### src/rtl/sram16_pkg.sv
package sram16_pkg;

  typedef enum logic [2:0] {
    ST_IDLE = 3'd0,
    ST_WSET = 3'd1,
    ST_WPUL = 3'd2,
    ST_WHLD = 3'd3,
    ST_RACC = 3'd4,
    ST_TURN = 3'd5
  } seq_state_e;

  // Whole cycles covering t_ns, never fewer than one.
  function automatic int unsigned phase_cycles(int unsigned t_ns, int unsigned clk_ns);
    int unsigned c;
    c = (t_ns + clk_ns - 1) / clk_ns;
    return (c == 0) ? 1 : c;
  endfunction

  function automatic int unsigned max3(int unsigned a, int unsigned b, int unsigned c);
    int unsigned m;
    m = (a > b) ? a : b;
    return (m > c) ? m : c;
  endfunction

  // Low time of write enable: covers its own minimums and stretches the
  // whole write (setup + pulse + hold) to the write cycle minimum.
  function automatic int unsigned wr_pulse_cycles(int unsigned t_pwe, int unsigned t_aw,
                                                  int unsigned t_sd, int unsigned t_wc,
                                                  int unsigned clk_ns);
    int unsigned p;
    int unsigned w;
    p = phase_cycles(max3(t_pwe, t_aw, t_sd), clk_ns);
    w = phase_cycles(t_wc, clk_ns);
    return (w > p + 2) ? (w - 2) : p;
  endfunction

endpackage

### src/rtl/sram16_phase_timer.sv
module sram16_phase_timer #(
  parameter int unsigned CW = 4
) (
  input  logic          clk,
  input  logic          rst_n,
  input  logic          load,
  input  logic [CW-1:0] load_val,
  output logic          expired
);
  logic [CW-1:0] cnt;

  always_ff @(posedge clk or negedge rst_n) begin
    if (!rst_n)           cnt <= '0;
    else if (load)        cnt <= load_val;
    else if (cnt != '0)   cnt <= cnt - 1'b1;
  end

  assign expired = (cnt == '0);

  AST_TMR_NO_WRAP: assert property (@(posedge clk) disable iff (!rst_n)
    (!load && expired) |=> expired);
endmodule

### src/rtl/sram16_lanes.sv
module sram16_lanes #(
  parameter int unsigned LANES  = 2,
  parameter int unsigned LANE_W = 8
) (
  input  logic                     active,
  input  logic [LANES-1:0]         sel_mask,
  input  logic [LANES-1:0]         cap_mask,
  input  logic [LANES*LANE_W-1:0]  rd_raw,
  output logic [LANES-1:0]         sel_n,
  output logic [LANES*LANE_W-1:0]  rd_gated
);
  for (genvar g = 0; g < LANES; g++) begin : g_lane
    assign sel_n[g] = ~(active & sel_mask[g]);
    assign rd_gated[g*LANE_W +: LANE_W] = cap_mask[g] ? rd_raw[g*LANE_W +: LANE_W] : '0;
  end
endmodule

### src/rtl/sram16_ctrl.sv
module sram16_ctrl
  import sram16_pkg::*;
#(
  parameter int unsigned AW            = 17,
  parameter int unsigned LANE_W        = 8,
  parameter int unsigned LANES         = 2,
  parameter int unsigned CLK_PERIOD_NS = 10,
  parameter int unsigned T_WC_NS       = 12,
  parameter int unsigned T_PWE_NS      = 10,
  parameter int unsigned T_AW_NS       = 10,
  parameter int unsigned T_SD_NS       = 7,
  parameter int unsigned T_AA_NS       = 12,
  parameter int unsigned T_DOE_NS      = 6,
  parameter int unsigned T_DBE_NS      = 6,
  parameter int unsigned T_REL_NS      = 6
) (
  input  logic                    clk,
  input  logic                    rst_n,
  input  logic                    req_valid,
  output logic                    req_ready,
  input  logic                    req_write,
  input  logic [AW-1:0]           req_addr,
  input  logic [LANES-1:0]        req_mask,
  input  logic [LANES*LANE_W-1:0] req_wdata,
  output logic                    rsp_valid,
  output logic [LANES*LANE_W-1:0] rsp_rdata,
  output logic [AW-1:0]           mem_addr,
  output logic                    mem_ce_n,
  output logic                    mem_oe_n,
  output logic                    mem_we_n,
  output logic                    mem_lb_n,
  output logic                    mem_ub_n,
  output logic [LANES*LANE_W-1:0] mem_dq_out,
  output logic                    mem_dq_oe,
  input  logic [LANES*LANE_W-1:0] mem_dq_in
);
  localparam int unsigned DW    = LANES * LANE_W;
  localparam int unsigned N_WP  = wr_pulse_cycles(T_PWE_NS, T_AW_NS, T_SD_NS, T_WC_NS, CLK_PERIOD_NS);
  localparam int unsigned N_RD  = phase_cycles(max3(T_AA_NS, T_DOE_NS, T_DBE_NS), CLK_PERIOD_NS);
  localparam int unsigned N_TA  = phase_cycles(T_REL_NS, CLK_PERIOD_NS);
  localparam int unsigned N_MAX = max3(N_WP, N_RD, N_TA);
  localparam int unsigned CW    = $clog2(N_MAX + 1);

  seq_state_e       state, state_d;
  logic             op_write;
  logic [LANES-1:0] op_mask, mask_d;
  logic [LANES-1:0] sel_n_d, sel_n_q;
  logic [DW-1:0]    rd_gated;
  logic             accept, accept_empty, accept_real;
  logic             tmr_load, tmr_done;
  logic [CW-1:0]    tmr_val;
  logic             sel_active_d, rd_capture, wr_finish;

  // named internal events
  assign accept       = req_valid && req_ready;
  assign accept_empty = accept && (req_mask == '0);
  assign accept_real  = accept && (req_mask != '0);
  assign rd_capture   = (state == ST_RACC) && tmr_done;
  assign wr_finish    = (state == ST_WHLD);

  always_comb begin
    state_d = state;
    unique case (state)
      ST_IDLE: if (accept_real) state_d = req_write ? ST_WSET : ST_RACC;
      ST_WSET: state_d = ST_WPUL;
      ST_WPUL: if (tmr_done) state_d = ST_WHLD;
      ST_WHLD: state_d = ST_IDLE;
      ST_RACC: if (tmr_done) state_d = ST_TURN;
      ST_TURN: if (tmr_done) state_d = ST_IDLE;
      default: state_d = ST_IDLE;
    endcase
  end

  always_comb begin
    tmr_load = (state_d != state) &&
               (state_d == ST_WPUL || state_d == ST_RACC || state_d == ST_TURN);
    unique case (state_d)
      ST_WPUL: tmr_val = CW'(N_WP - 1);
      ST_RACC: tmr_val = CW'(N_RD - 1);
      default: tmr_val = CW'(N_TA - 1);
    endcase
  end

  sram16_phase_timer #(.CW(CW)) i_timer (
    .clk(clk), .rst_n(rst_n), .load(tmr_load), .load_val(tmr_val), .expired(tmr_done)
  );

  assign mask_d       = accept ? req_mask : op_mask;
  assign sel_active_d = (state_d == ST_WSET) || (state_d == ST_WPUL) ||
                        (state_d == ST_WHLD) || (state_d == ST_RACC);

  sram16_lanes #(.LANES(LANES), .LANE_W(LANE_W)) i_lanes (
    .active(sel_active_d), .sel_mask(mask_d), .cap_mask(op_mask),
    .rd_raw(mem_dq_in), .sel_n(sel_n_d), .rd_gated(rd_gated)
  );

  always_ff @(posedge clk or negedge rst_n) begin
    if (!rst_n) begin
      state      <= ST_IDLE;
      op_write   <= 1'b0;
      op_mask    <= '0;
      mem_addr   <= '0;
      mem_dq_out <= '0;
      mem_ce_n   <= 1'b1;
      mem_oe_n   <= 1'b1;
      mem_we_n   <= 1'b1;
      sel_n_q    <= '1;
      mem_dq_oe  <= 1'b0;
      req_ready  <= 1'b1;
      rsp_valid  <= 1'b0;
      rsp_rdata  <= '0;
    end else begin
      state <= state_d;
      if (accept) begin
        op_write   <= req_write;
        op_mask    <= req_mask;
        mem_addr   <= req_addr;
        mem_dq_out <= req_wdata;
      end
      mem_ce_n  <= ~sel_active_d;
      mem_oe_n  <= ~(state_d == ST_RACC);
      mem_we_n  <= ~(state_d == ST_WPUL);
      sel_n_q   <= sel_n_d;
      mem_dq_oe <= (state_d == ST_WSET) || (state_d == ST_WPUL) || (state_d == ST_WHLD);
      req_ready <= (state_d == ST_IDLE);
      rsp_valid <= accept_empty || wr_finish || rd_capture;
      if (rd_capture)                       rsp_rdata <= rd_gated;
      else if (accept_empty || wr_finish)   rsp_rdata <= '0;
    end
  end

  assign mem_lb_n = sel_n_q[0];
  assign mem_ub_n = sel_n_q[LANES-1];

  // ---------------- checking ----------------
  int unsigned we_low_run, oe_high_run;
  always_ff @(posedge clk or negedge rst_n) begin
    if (!rst_n) begin
      we_low_run  <= 0;
      oe_high_run <= 1000;
    end else begin
      we_low_run  <= mem_we_n ? 0 : ((we_low_run < 1000) ? we_low_run + 1 : we_low_run);
      oe_high_run <= !mem_oe_n ? 0 : ((oe_high_run < 1000) ? oe_high_run + 1 : oe_high_run);
    end
  end

  AST_WE_NEEDS_SELECT: assert property (@(posedge clk) disable iff (!rst_n)
    !mem_we_n |-> (!mem_ce_n && (!mem_lb_n || !mem_ub_n) && mem_dq_oe && op_write));
  AST_WE_HOLDS_BUS: assert property (@(posedge clk) disable iff (!rst_n)
    (!mem_we_n && $past(!mem_we_n)) |-> ($stable(mem_addr) && $stable(mem_dq_out)));
  AST_WE_PULSE_LEN: assert property (@(posedge clk) disable iff (!rst_n)
    $rose(mem_we_n) |-> (we_low_run == N_WP));
  AST_OE_EXCLUDES_DRIVE: assert property (@(posedge clk) disable iff (!rst_n)
    !mem_oe_n |-> (!mem_dq_oe && mem_we_n));
  AST_TURNAROUND_GAP: assert property (@(posedge clk) disable iff (!rst_n)
    $rose(mem_dq_oe) |-> (oe_high_run >= N_TA));
  AST_IDLE_NO_STROBE: assert property (@(posedge clk) disable iff (!rst_n)
    req_ready |-> (mem_ce_n && mem_we_n && mem_oe_n && !mem_dq_oe));
endmodule

### config.mk
export PLATFORM = sky130hd
export DESIGN_NAME = sram16_ctrl
export DESIGN_NICKNAME = d
export VERILOG_FILES = /design/src/rtl/sram16_pkg.sv /design/src/rtl/sram16_phase_timer.sv /design/src/rtl/sram16_lanes.sv /design/src/rtl/sram16_ctrl.sv
export SDC_FILE = /design/constraint.sdc
export NUM_CORES = 1
export LEC_CHECK = 0
export ABC_AREA = 1
export BUFFER_PORTS_ARGS = -buffer_cell sky130_fd_sc_hd__buf_2
export CORE_ASPECT_RATIO = 1.1
export CORE_MARGIN = 3
export CORE_UTILIZATION = 50
export DETAILED_ROUTE_END_ITERATION = 16
export HOLD_SLACK_MARGIN = 0.08
export PLACE_DENSITY = 0.93
export SYNTH_ARGS = -nofsm -noshare
export SYNTH_HDL_FRONTEND = slang
export SYNTH_SLANG_ARGS = --single-unit
export TNS_END_PERCENT = 100
### constraint.sdc
create_clock -name clk -period 4.6 [get_ports clk]
set_input_delay 1.15 -clock clk [delete_from_list [all_inputs] [get_ports clk]]
set_output_delay 1.15 -clock clk [all_outputs]
set_load 0.1 [all_outputs]
# --- Yosys cells after proc, flatten, opt, wreduce, memory -nomap -nowiden ---
# Index checks and enable logic that the tools add are counted.
totals:
  elab_cells: 66
  output_inout_bits: 57
  ff_bits: 64
  input_bits: 55
op_classes:
  n_reduce_logical: 20
  bitwise_logic: 7
  addsub: 1
  muxes: 14
  n_eq_ne: 11
ops:
  columns: ["cell", "n"]
  rows:
  - ["2-to-1 mux 16 bit", 2]
  - ["2-to-1 mux 8 bit", 2]
  - ["2-to-1 mux 3 bit", 5]
  - ["case mux 3 bit (5 select lines)", 1]
  - ["equality test 3 x 2 -> 1 bit, second input constant", 4]
  - ["equality test 3 bit, second input constant", 4]
  - ["nonzero test 2 bit", 4]
  - ["logical OR 1 bit", 7]
  - ["equality test 3 x 1 -> 1 bit, second input constant", 2]
  - ["zero test 3 bit", 2]
  - ["2-to-1 mux 2 bit", 3]
  - ["logical AND 1 bit", 5]
  - ["NOT 1 bit", 5]
  - ["zero test 2 bit", 2]
  - ["!= test 3 bit", 1]
  - ["bitwise AND 1 bit", 2]
  - ["subtractor 2 x 1 -> 2 bit, second input constant", 1]
  - ["2-to-1 mux 1 bit", 1]

# --- Longest topological paths before layout ---
# Gate-level depths: netlist (run 1).
logic_depth:
  ltp_word: 10
  mapped_depth: 13
  ltp_nobuf: 13

# --- Modules after synthesis ---
# A second synthesis (run 1) with hierarchy kept.
hier_totals:
  cells_unflattened: 260
  hier_area_um2: 2715.1
modules_own_cells:
  columns: ["module", "instances", "cells_per_inst", "area_per_inst_um2", "seq_area_each_um2"]
  rows:
  - ["sram16_ctrl", 1, 207, 2457.4, 1559.0]
  - ["sram16_lanes", 1, 36, 137.6, 0.0]
  - ["sram16_phase_timer", 1, 17, 120.1, 50.0]

# --- Least setup slack after synthesis (run 1) ---
# OpenSTA, ideal clock, no wires.
synth_timing:
  path_type: "input port to flip-flop"
  from: "input req_valid"
  to: "register i_timer.cnt[0]"
  setup_time_ns: 0.122
  arrival_ns: 2.006
  slack_ns: 2.471
  n_path_buf: 0
  cell_stages: 7
  t_required_ns: 4.478
  cell_sequence: "nand2_2 -> nor2_1 -> nand3_1 -> nand3_2 -> nand2_2 -> a21oi_1 -> a21oi_2"
synth_via:
  elab_chain_cells: 9
  word_cells_on_any_way: 14
  classes_between: "eq/ne (4); mux (4); reduce/logical (6)"
synth_lines:
  columns: ["item", "line", "text"]
  rows:
  - ["from (decl)", "sram16_ctrl.sv:19", "input logic req_valid,"]
  - ["logical AND 1 bit *", "sram16_ctrl.sv:55", "assign accept = req_valid && req_ready;"]
  - ["logical AND 1 bit *", "sram16_ctrl.sv:57", "assign accept_real = accept && (req_mask != '0);"]
  - ["2-to-1 mux 3 bit *", "sram16_ctrl.sv:64", "ST_IDLE: if (accept_real) state_d = req_write ? ST_WSET : ST_RACC;"]
  - ["case mux 3 bit (5 select lines) *", "sram16_ctrl.sv:63", "unique case (state)"]
  - ["equality test 3 x 2 -> 1 bit or equality test 3 bit (tied branches)", "sram16_ctrl.sv:76, sram16_ctrl.sv:77", null]
  - ["logical OR 1 bit (2 in series)", "sram16_ctrl.sv:76", "(state_d == ST_WPUL || state_d == ST_RACC || state_d == ST_TURN);"]
  - ["logical AND 1 bit", "sram16_ctrl.sv:75", "tmr_load = (state_d != state) &&"]
  - ["2-to-1 mux 2 bit or nonzero test 2 bit (tied branches)", null, null]
  - ["to (signal assigned)", "sram16_phase_timer.sv:14", "else if (load) cnt <= load_val;"]
  - ["to (signal assigned)", "sram16_phase_timer.sv:15", "else if (cnt != '0) cnt <= cnt - 1'b1;"]
  - ["to (decl)", "sram16_phase_timer.sv:10", "logic [CW-1:0] cnt;"]
# Mark *: on every way between the ends. The rest lies on a longest branch, timed or not.
# A chain may end at the register's enable or synchronous reset.

# --- Worst setup path after layout (run 1) ---
# Ends and elaborated chain as after synthesis.

==> flow_summary.json, run 1 <==
{
  "status": "completed",
  "numCtsBuffers": 9,
  "netlist_instances": 215,
  "stdcell_area_sq_um": 3346,
  "ys_types": 24,
  "htree_levels": 3,
  "hold_viol": 0,
  "vias": 1995,
  "yosys.area.top_type": "dfrtp_1",
  "final-setup-viol-count": 0,
  "grt_pass1_wl_microns": 8832,
  "yosys.area_share.xor_xnor_pct": 0,
  "clock-sinks": 64,
  "insertion_delay_ns": 0.33,
  "rsz0062_at_grt": "no",
  "ys_ff_latch": 64,
  "die_w_microns": 74.34,
  "syn-mean-instance-area_sq_um": 11.95,
  "die_area_sq_um": 6035,
  "yosys.area_share.simple_pct": 12.13,
  "crit_chain": "buf_2, nand2_2, nor2_1, nand2_1, nor2_1, nor2_1, nand2_2, a21oi_1, a21oi_2",
  "cts-root-buf": "clkbuf_8",
  "placed_area_sq_um": 3169,
  "crit_required_ns": 4.81,
  "holdCritStartpoint": "mem_dq_out[10]",
  "ant_nets": 0,
  "synth_compound_area_share_pct": 5.212,
  "fmax_mhz": 392.1,
  "slew_viol_final": 0,
  "antenna_found_initial": 0,
  "synth_fa_ha_area_share_pct": 0.4871,
  "critPathMaxFanout": 37,
  "period_needed_ns": 2.550,
  "io_pins": 112,
  "clk_pin_slew_ns": 0.07,
  "endpoint_kind": "flip-flop",
  "ys_seq_area_share_pct": 62.64,
  "vias_per_cell": 5.089,
  "synth_top_family_by_area": "multiplexers",
  "drive_gt1_share_pct": 54.46,
  "cts_resized": 0,
  "yosysWarnings": 0,
  "synthMuxAreaShare_pct": 14.47,
  "reg2reg_from": "req_ready",
  "area_growth_pct": 30.25,
  "path_class": "in2reg",
  "cp-start-kind": "input port",
  "dp_hpwl_microns": 4121,
  "cpMaxStageDelayCell": "nand2_2",
  "dieHeight_microns": 81.18,
  "grt_pass1_vias": 1905,
  "worstPathArrival_ns": 2.76,
  "wirelength_microns": 5590,
  "syn_area_sq_um": 2569,
  "synthesis.nets": 271,
  "start_util_pct": 53.35,
  "std_cell_rows": 26,
  "first_pass_iters": 5,
  "drc": 0,
  "cap_violations": 0,
  "portBuffers": 111,
  "tritoncts": "yes",
  "relSlewSlack_pct": 43.82,
  "routabilityCongestion": 0.8676,
  "clockBufferDepth": 2,
  "final.setup.tns_ns": 0,
  "crit_path_frequent_cell": "nor2_1",
  "grtUsageTotal_pct": 19.51,
  "crit_path_start": "req_valid",
  "clock_skew_ns": 0.005944,
  "hold_path_class": "reg2reg",
  "layout.nets": 387,
  "synth_top_cell_area_share_pct": 56.50,
  "gr-total-overflow": 0,
  "holdBufCountCts": 0,
  "core_sq_um": 4815,
  "drt-wirelength-per-cell_microns": 14.26,
  "worst_pin_slew_ns": 0.8397,
  "grt_max_degree": 38,
  "post-cts-setup-buffer-count": 0,
  "drt_iter0_drc": 129,
  "final_cell_mix": "buf_2 (111), dfrtp_1 (58), mux2_2 (33)",
  "finalCritPeriodShare_pct": 55.45,
  "antenna_cells": 0,
  "final_common_cell": "buf_2",
  "synthTopCellsByArea": "dfrtp_1 (57%), mux2_2 (14%), dfstp_2 (6.1%)",
  "cpPeakStageDelay_ns": 0.61
}
==> state kept, by name, indices dropped and copies added, names as in the netlist <==
| signal | cells |
|---|---|
| rsp_rdata | 16 |
| mem_addr | 17 |
| i_timer.cnt | 2 |
| mem_dq_oe | 1 |
| req_ready | 1 |
| rsp_valid | 1 |
| op_mask | 2 |
| mem_we_n | 1 |
| sel_n_q | 2 |
| mem_oe_n | 1 |
| mem_ce_n | 1 |
| mem_dq_out | 16 |
| state | 3 |
==> area by class of cell <==
cell class                      count  area, sq um
Clock buffer                       13        158.9
Timing Repair Buffer              112        563.0
Sequential cell                    64         1609
Clock inverter                      3        17.52
Tap cell                           56        70.07
Fill cell                         365         1469
Multi-Input combinational cell    118        829.5
Inverter                           26        97.59
==> final timing paths <==
| kind | depth (start not counted) | to | slack, ns |
|---|---|---|---|
| max | 9 | i_timer.cnt[0] | 2.05 |
| min | 1 | mem_dq_out[10] | 0.50 |
| max reg2reg | 7 | i_timer.cnt[0] | 2.43 |
| min reg2reg | 1 | mem_dq_out[10] | 0.50 |
| max in group asynchronous | 2 | mem_addr[2] | 2.85 |
| min in group asynchronous | 1 | rsp_rdata[13] | 0.89 |
==> cell usage after synthesis <==
| library cell | instances |
|---|---|
| inv_1 | 23 |
| nor2_4 | 2 |
| nand3_2 | 1 |
| nand2_1 | 16 |
| nor3_1 | 2 |
| clkinv_1 | 1 |
| nor2_2 | 2 |
| nor3b_2 | 1 |
| clkbuf_1 | 2 |
| dfrtp_1 | 58 |
| nor2_1 | 10 |
| a21oi_1 | 4 |
| nand4_2 | 1 |
| nand3_1 | 18 |
| o21ai_1 | 9 |
| ha_1 | 1 |
| nand2_2 | 7 |
| inv_2 | 2 |
| a21oi_2 | 1 |
| o21ai_0 | 9 |
| mux2_2 | 33 |
| o221ai_2 | 1 |
| dfstp_2 | 6 |
| buf_2 | 5 |
==> cells by family after synthesis <==
logic type | count (synthesis)
AO/OA/AOI/OAI | 24
flip-flops | 64
buffers and inverters | 33
multiplexers | 33
AND/OR/NAND/NOR | 60
adder cells (fa/ha/maj) | 1
==> stage by stage <==
stage                     utilization [%]  hold slack [ns]  setup slack, ns  std cells
after floorplan                         -           0.5183            2.471        215
after global routing                69.49           0.5112            1.913        392
final                               69.49           0.5003            2.050        392
after global placement              65.83           0.4823            1.827        376
after detailed placement            65.83           0.4883            1.736        376
after CTS                           69.49           0.5032            2.084        392
==> metal layers <==
metal / vias up / global-route usage (%) / routed length (microns)
met1: 936 / 24.51 / 2241
li1: 944 / - / -
met3: 16 / 4.579 / 456
met5: - / 0 / 0
met2: 99 / 31.56 / 2776
met4: 0 / 9.609 / 117
==> critical path, delay by kind of cell <==
family	cells	cell delay, ns
buf+inv	1	0.11
simple gates	6	1.26
compound gates	2	0.24
Power of run 1 is not shown: default switching activity piles up to over one toggle a cycle in this logic, so the estimate is an artifact.
==> run 2: changes to the inputs <==
--- a/config.mk
+++ b/config.mk
@@ -5,14 +5,14 @@
 export SDC_FILE = /design/constraint.sdc
 export NUM_CORES = 1
 export LEC_CHECK = 0
-export ABC_AREA = 1
+export ABC_AREA = 0
 export BUFFER_PORTS_ARGS = -buffer_cell sky130_fd_sc_hd__buf_2
 export CORE_ASPECT_RATIO = 1.1
 export CORE_MARGIN = 3
-export CORE_UTILIZATION = 50
+export CORE_UTILIZATION = 47
 export DETAILED_ROUTE_END_ITERATION = 16
 export HOLD_SLACK_MARGIN = 0.08
-export PLACE_DENSITY = 0.93
+export PLACE_DENSITY = 0.88
 export SYNTH_ARGS = -nofsm -noshare
 export SYNTH_HDL_FRONTEND = slang
 export SYNTH_SLANG_ARGS = --single-unit
==> constraint.sdc (replaced) <==
create_clock -name clk -period 2.6 [get_ports clk]
set_input_delay 0.65 -clock clk [delete_from_list [all_inputs] [get_ports clk]]
set_output_delay 0.65 -clock clk [all_outputs]
set_load 0.1 [all_outputs]
==> run 2 against run 1 <==
Global-route usage is 0.79 points lower. Critical endpoint is now req_ready. Worst hold slack got worse by 0.17 ns. Synthesized cell count stayed put. Sequential share of layout area fell by 1.5 points.
==> flow_summary.json, run 2 <==
{
  "multi_input_area_sq_um": 957.2,
  "ys_seq_area_share_pct": 59.98,
  "largest_reg_flops": 17,
  "final_cell_mix": "buf_2 (111), dfrtp_1 (58), mux2_2 (35), nand2_1 (35), o22ai_1 (16)",
  "holdBufCountCts": 0,
  "final.setup.tns_ns": 0,
  "cpPeakStageDelay_ns": 0.56,
  "finalCritPeriodShare_pct": 75.81,
  "vias_per_cell": 5.005,
  "fmax_mhz": 507.3,
  "htree_levels": 3,
  "drive_gt1_share_pct": 53.03,
  "top_usage_layer": "met2",
  "io_pins": 112,
  "synthesis.nets": 271,
  "met1_usage_pct": 20.62,
  "final-setup-viol-count": 0,
  "numCtsBuffers": 9,
  "cap_violations": 0,
  "synthTopCellsByArea": "dfrtp_1 (54%), mux2_2 (15%), dfstp_2 (5.9%)",
  "slew_viol_final": 0,
  "area_growth_pct": 28.73,
  "status": "completed",
  "period_needed_ns": 1.971,
  "gr-total-overflow": 0,
  "syn_area_sq_um": 2683,
  "die_w_microns": 78.03,
  "wirelength_microns": 5996,
  "clock_skew_ns": 0.006925,
  "drt-wirelength-per-cell_microns": 14.80,
  "ys_types": 38,
  "hold_path_class": "in2async",
  "yosys.area.top_type": "dfrtp_1",
  "cp-start-kind": "flip-flop",
  "regArea_sq_um": 1609,
  "worstPathArrival_ns": 1.32,
  "endpoint_kind": "output port",
  "core_sq_um": 5465,
  "async_flop_share_pct": 100.0,
  "yosysWarnings": 0,
  "clock-sinks": 64,
  "std_cell_rows": 28,
  "antenna_found_initial": 0,
  "cts-root-buf": "clkbuf_8",
  "routabilityCongestion": 0.7606,
  "vias": 2027,
  "ys_ff_latch": 64,
  "dp_hpwl_microns": 4468,
  "start_util_pct": 49.08,
  "crit_required_ns": 1.95,
  "met2_usage_pct": 33.49,
  "synthFlopType": "dfrtp_1",
  "syn-mean-instance-area_sq_um": 12.48,
  "final_common_cell": "buf_2",
  "tritoncts": "yes",
  "rsz0062_at_grt": "no",
  "reg_top3": "mem_addr x17, mem_dq_out x16, rsp_rdata x16",
  "crit_family": "flip-flops",
  "portBuffers": 111,
  "nFillCells": 446,
  "largest-register": "mem_addr",
  "ant_nets": 0,
  "globalRouteMet3Util_pct": 3.397,
  "netlist_top_cells_count": "dfrtp_1 (58), mux2_2 (35), nand2_1 (35), o22ai_1 (16), nor2_1 (8)",
  "drt_iter0_drc": 73,
  "synth_top_cell_area_share_pct": 54.10,
  "first_pass_iters": 4,
  "layout.nets": 381,
  "cpMaxStageDelayCell": "dfstp_2",
  "grt_pass1_wl_microns": 9480,
  "cp.buffers_inverters": 1,
  "drc": 0,
  "clk_pin_slew_ns": 0.07,
  "grtUsageTotal_pct": 18.72,
  "whs_ns": 0.3298,
  "post-cts-setup-buffer-count": 0,
  "critPathMaxFanout": 3,
  "insertion_delay_ns": 0.33,
  "clockBufferDepth": 2,
  "grt_max_degree": 39,
  "netlist_instances": 215,
  "path_class": "reg2out",
  "worst_pin_slew_ns": 0.6830,
  "relSlewSlack_pct": 54.47,
  "cts_resized": 0,
  "hold_viol": 0,
  "antenna_cells": 0,
  "synth.most_common_cell": "dfrtp_1",
  "crit_chain": "buf_2",
  "dieHeight_microns": 85.24,
  "grt_pass1_vias": 2040,
  "die_area_sq_um": 6651,
  "synth_edf_count": 0
}
==> run 2: final cells by class <==
cell class                 count  area share [%]
inverter                       4          0.4348
clock inverter                 6           1.739
sequential                    64           46.59
timing repair buffer         114           17.10
tap                           75           2.717
clock buffer                  10           3.696
multi-input combinational    132           27.72
==> run 2: layer usage <==
metal | up-vias | part of all wire (%)
met1 | 966 | 38
li1 | 968 | -
met4 | 0 | 2.7
met5 | - | 0
met3 | 15 | 4.9
met2 | 78 | 55
==> run 2: cells by family (layout without fill, tap and decap cells) <==
group	after synthesis	in the layout	share of synthesized area [%]
flops	64	64	59.98
simple gates	58	58	9.982
mux	36	36	15.07
compound gates	34	34	9.189
buf+inv	19	134	4.338
xor+xnor	3	3	0.9797
fa+ha+maj	1	1	0.4663
==> run 2: worst paths after layout <==
path	startpoint	to	slack (ns)	cells after the start
min in group clk	mem_addr[5]	mem_addr[5]	0.50	1
setup / recovery	req_ready	req_ready	0.63	1
hold reg to reg	mem_addr[5]	mem_addr[5]	0.50	1
hold / removal	rst_n	rsp_rdata[14]	0.33	1
setup reg to reg	req_ready	rsp_rdata[3]	0.82	3
max in group asynchronous	rst_n	sel_n_q[1]	1.60	2
==> run 2: per-stage QoR <==
step	utilization (%)	instances	area (sq um)	worst slack, ns
after CTS	63.19	405	3453	0.6044
after detailed placement	59.75	389	3266	0.6263
after global placement	59.75	389	3266	0.6660
after global routing	63.19	405	3453	0.6002
final	63.19	405	3453	0.6290
after floorplan	-	215	2683	0.7955
Power of run 2 is left out for the same reason.
==> run 3: changes to the inputs <==
==> constraint.sdc (replaced) <==
create_clock -name clk -period 2.02 [get_ports clk]
set_input_delay 0.505 -clock clk [delete_from_list [all_inputs] [get_ports clk]]
set_output_delay 0.505 -clock clk [all_outputs]
set_load 0.1 [all_outputs]
==> run 3 against run 2 <==
Cell count up 0.49%. Via count is 0.20% higher. Core utilization up 2.2 points. Design area grew 3.4%. Worst hold slack got worse by 0.14 ns. Non-clock buffer count increased by 2. First-iteration DRC count shrank 41%. Count of clock-buffer cells in the layout fell by 1. Clock skew hardly changed. Global-route usage down 0.77 points. Wire length is 2.0% lower. Critical path type unchanged.
==> flow_summary.json, run 3 (same netlist as run 2, synthesis figures left out) <==
{
  "period_needed_ns": 1.831,
  "grt_max_degree": 35,
  "antenna_cells": 0,
  "path_class": "reg2out",
  "die_w_microns": 78.03,
  "dieHeight_microns": 85.24,
  "grt_pass1_vias": 2011,
  "largest-register": "mem_addr",
  "holdBufCountCts": 0,
  "io_pins": 112,
  "drt_iter0_drc": 43,
  "drive_gt1_share_pct": 53.61,
  "final_cell_mix": "buf_2 (111), dfrtp_1 (58), mux2_2 (35), nand2_1 (35), o22ai_1 (16)",
  "tritoncts": "yes",
  "cts_resized": 0,
  "relSlewSlack_pct": 64.53,
  "final_common_cell": "buf_2",
  "grt_pass1_wl_microns": 9232,
  "routabilityCongestion": 0.7820,
  "rrSetupSlack_ns": 0.44,
  "final-setup-viol-count": 0,
  "portBuffers": 111,
  "drc": 0,
  "finalCritPeriodShare_pct": 90.62,
  "layout.nets": 383,
  "cpMaxStageDelayCell": "dfstp_2",
  "ant_nets": 0,
  "post-cts-setup-buffer-count": 0,
  "fmax_mhz": 546.3,
  "cap_violations": 0,
  "final.setup.tns_ns": 0,
  "clock-sinks": 64,
  "multi_input_area_sq_um": 957.2,
  "crit_chain": "buf_2",
  "vias_per_cell": 4.990,
  "status": "completed",
  "largest_reg_flops": 17,
  "hold_viol": 0,
  "cp.buffers_inverters": 1,
  "gr-total-overflow": 0,
  "drt-wirelength-per-cell_microns": 14.44,
  "worst_pin_slew_ns": 0.5321,
  "core_sq_um": 5465,
  "reg_top3": "mem_addr x17, mem_dq_out x16, rsp_rdata x16",
  "clk_pin_slew_ns": 0.07,
  "die_area_sq_um": 6651,
  "clock_skew_ns": 0.006735,
  "grtUsageTotal_pct": 17.95,
  "cp-start-kind": "flip-flop",
  "numCtsBuffers": 9,
  "worstPathArrival_ns": 1.33,
  "std_cell_rows": 28,
  "critPathMaxFanout": 3,
  "htree_levels": 3,
  "cpPeakStageDelay_ns": 0.56,
  "antenna_found_initial": 0,
  "slew_viol_final": 0,
  "area_growth_pct": 33.16,
  "vias": 2031,
  "start_util_pct": 49.08,
  "wirelength_microns": 5878,
  "dp_hpwl_microns": 4228,
  "crit_required_ns": 1.51,
  "cts-root-buf": "clkbuf_8",
  "insertion_delay_ns": 0.33,
  "regArea_sq_um": 1609,
  "hold_path_class": "in2async",
  "first_pass_iters": 4,
  "rsz0062_at_grt": "no",
  "clockBufferDepth": 2,
  "endpoint_kind": "output port",
  "nFillCells": 429,
  "crit_family": "flip-flops"
}
==> run 3: per-layer routing <==
layer  up-vias  global-route usage (%)  part of all wire, %
li1        971                       -                    -
met1       974                   20.68                   41
met2        74                   30.22                   51
met3        12                   5.096                  5.9
met4         0                   9.698                  2.0
met5         -                       0                    0
==> run 3: worst paths after layout <==
| path | depth (start not counted) | end | from |
|---|---|---|---|
| worst max-delay path | 1 | req_ready | req_ready |
| worst min-delay path | 2 | mem_addr[11] | rst_n |
| worst max register to register | 6 | rsp_rdata[8] | i_timer.cnt[0] |
| worst min register to register | 1 | mem_addr[6] | mem_addr[6] |
| max in group asynchronous | 2 | sel_n_q[0] | rst_n |
| min in group clk | 2 | mem_dq_out[12] | req_wdata[12] |
==> run 3: cell type report <==
| class | count | share of cell area, % |
|---|---|---|
| Tap cell | 75 | 2.627 |
| Inverter | 4 | 0.4203 |
| Multi-Input combinational cell | 132 | 26.80 |
| Sequential cell | 64 | 45.04 |
| Clock buffer | 9 | 3.468 |
| Clock inverter | 7 | 4.694 |
| Timing Repair Buffer | 116 | 16.95 |
==> run 3: stage by stage <==
stage	instances	hold WS (ns)	setup WS [ns]	util [%]	area, sq um
finish	407	0.1877	0.1895	65.36	3572
global route	407	0.1965	0.1447	65.36	3572
CTS	407	0.1797	0.1686	65.36	3572
detailed placement	391	0.4869	0.4520	60.03	3281
global placement	391	0.4811	0.4889	60.03	3281
floorplan	215	0.2094	0.2155	-	2683
Power of run 3 is left out for the same reason.
